### src/rtl/memmap_decode.sv
module memmap_decode #(
  parameter int FLASH_BYTES = 524288,
  parameter int LSRAM_BYTES = 32768,
  parameter int TAG_W       = 4
) (
  input  logic             clk,
  input  logic             rst_n,
  input  logic             req_valid,
  input  logic [31:0]      req_addr,
  input  logic             req_write,
  input  logic             req_fetch,
  input  logic [TAG_W-1:0] req_tag,
  output logic [9:0]       region_sel,
  output logic [6:0]       slot_idx,
  output logic [11:0]      reg_off,
  output logic             rsp_valid,
  output logic             rsp_err,
  output logic [TAG_W-1:0] rsp_tag
);
  localparam logic [31:0] LSRAM_BASE = 32'h1000_0000;
  localparam logic [31:0] FLASH_END  = 32'(FLASH_BYTES);
  localparam logic [31:0] LSRAM_END  = LSRAM_BASE + 32'(LSRAM_BYTES);

  function automatic logic in_rng(input logic [31:0] a, input logic [31:0] lo,
                                  input logic [31:0] hi);
    return (a >= lo) && (a <= hi);
  endfunction

  assign region_sel[0] = req_addr < FLASH_END;
  assign region_sel[1] = (req_addr >= LSRAM_BASE) && (req_addr < LSRAM_END);
  assign region_sel[2] = in_rng(req_addr, 32'h1FFF_0000, 32'h1FFF_1FFF);
  assign region_sel[3] = in_rng(req_addr, 32'h2007_C000, 32'h2007_FFFF);
  assign region_sel[4] = in_rng(req_addr, 32'h2008_0000, 32'h2008_3FFF);
  assign region_sel[5] = in_rng(req_addr, 32'h2009_C000, 32'h2009_FFFF);
  assign region_sel[6] = in_rng(req_addr, 32'h4000_0000, 32'h4007_FFFF);
  assign region_sel[7] = in_rng(req_addr, 32'h4008_0000, 32'h400F_FFFF);
  assign region_sel[8] = in_rng(req_addr, 32'h5000_0000, 32'h501F_FFFF);
  assign region_sel[9] = in_rng(req_addr, 32'hE000_0000, 32'hE00F_FFFF);

  logic periph, fault;
  assign periph   = |region_sel[8:6];
  assign slot_idx = periph ? req_addr[20:14] : 7'd0;
  assign reg_off  = periph ? req_addr[13:2]  : 12'd0;

  assign fault = ~|region_sel
               | (req_fetch & periph)
               | (req_write & region_sel[0]);

  always_ff @(posedge clk or negedge rst_n) begin
    if (!rst_n) begin
      rsp_valid <= 1'b0;
      rsp_err   <= 1'b0;
      rsp_tag   <= '0;
    end else begin
      rsp_valid <= req_valid;
      rsp_err   <= req_valid & fault;
      if (req_valid) rsp_tag <= req_tag;
    end
  end
endmodule

### config.mk
export PLATFORM = sky130hd
export DESIGN_NAME = memmap_decode
export DESIGN_NICKNAME = d
export VERILOG_FILES = /design/src/rtl/memmap_decode.sv
export SDC_FILE = /design/constraint.sdc
export NUM_CORES = 1
export LEC_CHECK = 0
export BUFFER_PORTS_ARGS = -buffer_cell sky130_fd_sc_hd__buf_4
export CAP_MARGIN = 10
export CORE_MARGIN = 5
export CORE_UTILIZATION = 37
export CTS_BUF_LIST = sky130_fd_sc_hd__clkbuf_8
export DETAILED_ROUTE_END_ITERATION = 10
export GPL_TIMING_DRIVEN = 0
export PLACE_DENSITY = 0.88
export SETUP_SLACK_MARGIN = 0.3
export SKIP_LAST_GASP = 1
export SLEW_MARGIN = 20
export SYNTH_ARGS = -nofsm -noshare
export SYNTH_HDL_FRONTEND = slang
export SYNTH_SLANG_ARGS = --single-unit
### constraint.sdc
create_clock -name clk -period 3.8 [get_ports clk]
set_clock_uncertainty 0.2 [all_clocks]
set_input_delay 0.38 -clock clk [delete_from_list [all_inputs] [get_ports clk]]
set_output_delay 0.38 -clock clk [all_outputs]
set_load 0.005 [all_outputs]
==> impl_metrics.tcl <==
set metrics [dict create \
    p_leak_nw 0.632 \
    cts.path.max_buffers 2 \
    cp_num_buf_inv 4 \
    setup_viol 0 \
    ys_seq_area_frac 0.229 \
    io_pins 76 \
    fill_cells 138 \
    vias 942 \
    clk_pin_slew_ps 40 \
    crit_family "simple AND/OR/NAND/NOR gates" \
    grt_usage 0.212 \
    cp-start-kind "primary input" \
    gp_congestion 0.808 \
    drv_cap 0 \
    finalMaxSlewViolations 0 \
    status "finished, final reports clean" \
    initial_utilization 0.385 \
    crit_chain "buf_4 > or4_4 > a2111oi_4 > buf_6 > buf_6 > and2_1 > buf_4" \
    drive_gt1_frac 0.619 \
    worst_hold_path_type "in2reg" \
    critPathRequiredTime_ps 3220 \
    die_area_um2 2720 \
    slowest_delay_ps 580 \
    finalSetupTns_ps 0 \
    switchingPower_mw 0.0573 \
    synth-edff-count 0 \
    die_y_um 52.1 \
    critPathSlowestCell "or4_4" \
    rsz0062_at_grt "false" \
    power_density_nw_per_um2 183 \
    port_buffers 73 \
    drt-pass1-iter-count 4 \
    postSynth.asyncResetShare 1.00 \
    period_minus_slack_ps 2620 \
    hold_buffers 1 \
    synthCells 78 \
    path_class "in2out" \
    clk_latency_ps 220 \
    seq_power_share 0.306 \
    grt_max_degree 11 \
    post_cts.repair.setup_buffers 0 \
    avgSynthCellArea_um2 8.42 \
    synth_top_area_share 0.229 \
    antenna_cells 0 \
    syn2layout_area_growth_pct 96.0 \
    yosysWarnings 0 \
    cts.sinks 6 \
    peakVddDrop_mv 0.325 \
    synth.area.top_cells "dfrtp_1 23%, and2_1 9.5%, and2_2 9.1%" \
    totalPowerFinal_mw 0.236 \
    synth_common_cells "10 x and2_1, 8 x and2_2, 7 x nand4_1" \
    final-seq-area_um2 150 \
    antenna_found_initial 0 \
    yosysMostFrequentCell "and2_1" \
    nets 198 \
    ys_ff_latch 6 \
    period_share 0.688 \
    root_buffer "clkbuf_8" \
    grt_pass1_wl_mm 4.45 \
    synth_area_um2 657 \
    hold_violations 0 \
    avgViaCountPerCell 5.23 \
    htreeDepth 1 \
    p_int_mw 0.179 \
    wl_per_cell_um 15.3 \
    cts_made_buffers 3 \
    synth_top_area_cell "dfrtp_1" \
    syn_nets 119 \
    endpoint_kind "output port" \
    clkPwrFrac 0.401 \
    max_slew.worst_pin.slew_ps 514 \
    cts_resized 0 \
    r2r_slack_ps 2840 \
    core_um2 1710 \
    drc 0 \
    num_rows 15 \
    hpwl_mm 2.36 \
    cts_tree "yes" \
    die_w_um 52.1 \
    grt_pass1_vias 984 \
    crit_arrival_ps 2040 \
    p_comb_frac 0.292 \
    ant_nets 0 \
    yosysUniqueCellTypes 26 \
    slew_headroom 0.654 \
    p_sw_frac 0.243 \
    overflow 0 \
    ys_dominant_reg_cell "dfrtp_1" \
    drt_first_iter_violations 21 \
    multiInputGateArea_um2 477 \
    wl_mm 2.76 \
    clock.fmax_mhz 382 \
    crit_fanout 10 \
]
==> logic make-up after synthesis <==
| family | Yosys count | synth area share |
|---|---|---|
| DFF | 6 | 0.229 |
| muxes | 4 | 0.0686 |
| AOI/OAI and AO/OA | 7 | 0.116 |
| and+or+nand+nor | 57 | 0.541 |
| buffers and inverters | 4 | 0.0457 |
==> registers in the layout, indices dropped and copies added (netlist names) <==
name       flops
rsp_valid      1
rsp_err        1
rsp_tag        4
==> power groups by stage <==
stage,clock [mW],combinational [mW],sequential (mW)
after global routing,0.102,0.0745,0.0729
after global placement,0,0.0644,0.0725
after floorplan,0,0.0150,0.0733
after detailed placement,0,0.0674,0.0732
after CTS,0.0975,0.0685,0.0724
final,0.0947,0.0690,0.0723
==> per-stage QoR <==
stage	utilization	setup WS (ps)	hold WS (ps)	cell area, µm²	instances
after floorplan	-	1520	-116	657	78
after global placement	0.724	1220	-13.3	1240	176
after detailed placement	0.724	1190	-9.10	1240	176
after CTS	0.754	1190	121	1290	180
after global routing	0.754	1110	128	1290	180
final	0.754	1180	123	1290	180
==> worst paths after layout <==
check	startpoint	to	cells after the start
worst max-delay path	req_addr[26]	reg_off[4]	7
worst min-delay path	req_valid	rsp_valid	1
worst max register to register	rsp_tag[2]	rsp_tag[2]	1
worst min register to register	rsp_tag[3]	rsp_tag[3]	1
max in group asynchronous	rst_n	rsp_tag[0]	2
min in group asynchronous	rst_n	rsp_tag[2]	2
==> area by class of cell <==
cell class	count	share of cell area
buffer	2	0.0175
timing repair buffer	74	0.433
tap	25	0.0243
clock buffer	3	0.0321
multi-input combinational	68	0.370
inverter	2	0.00583
sequential	6	0.117
==> layout by cell type, fill, tap and decap left out <==
cell type	netlist	routed
buf_4	0	73
and2_1	10	10
and2_2	8	8
nand4_1	7	7
nor3_1	6	6
nand2_1	6	6
dfrtp_1	6	6
nor4_1	5	5
nor2_1	4	4
mux2_2	4	4
clkbuf_8	0	3
or4_4	2	2
and3_1	2	2
inv_1	2	2
buf_6	2	2
or4_1	2	2
or2b_1	1	1
a2111oi_4	1	1
nor4b_1	1	1
or4b_2	1	1
nor2b_1	1	1
nor3b_1	1	1
a21oi_1	1	1
o21ai_0	1	1
o21ba_2	1	1
a2111o_1	1	1
a22o_1	1	1
o21ai_2	1	1
dlygate4sd3_1	0	1
==> layer usage <==
layer  up-vias  global-route usage  wire, µm
met4         0              0.0596        36
met2        48               0.370      1480
met3         4              0.0487       203
li1        452                   -         -
met1       438               0.259      1040
met5         -                   0         0
No activity file was read; power rests on OpenSTA's default activity.
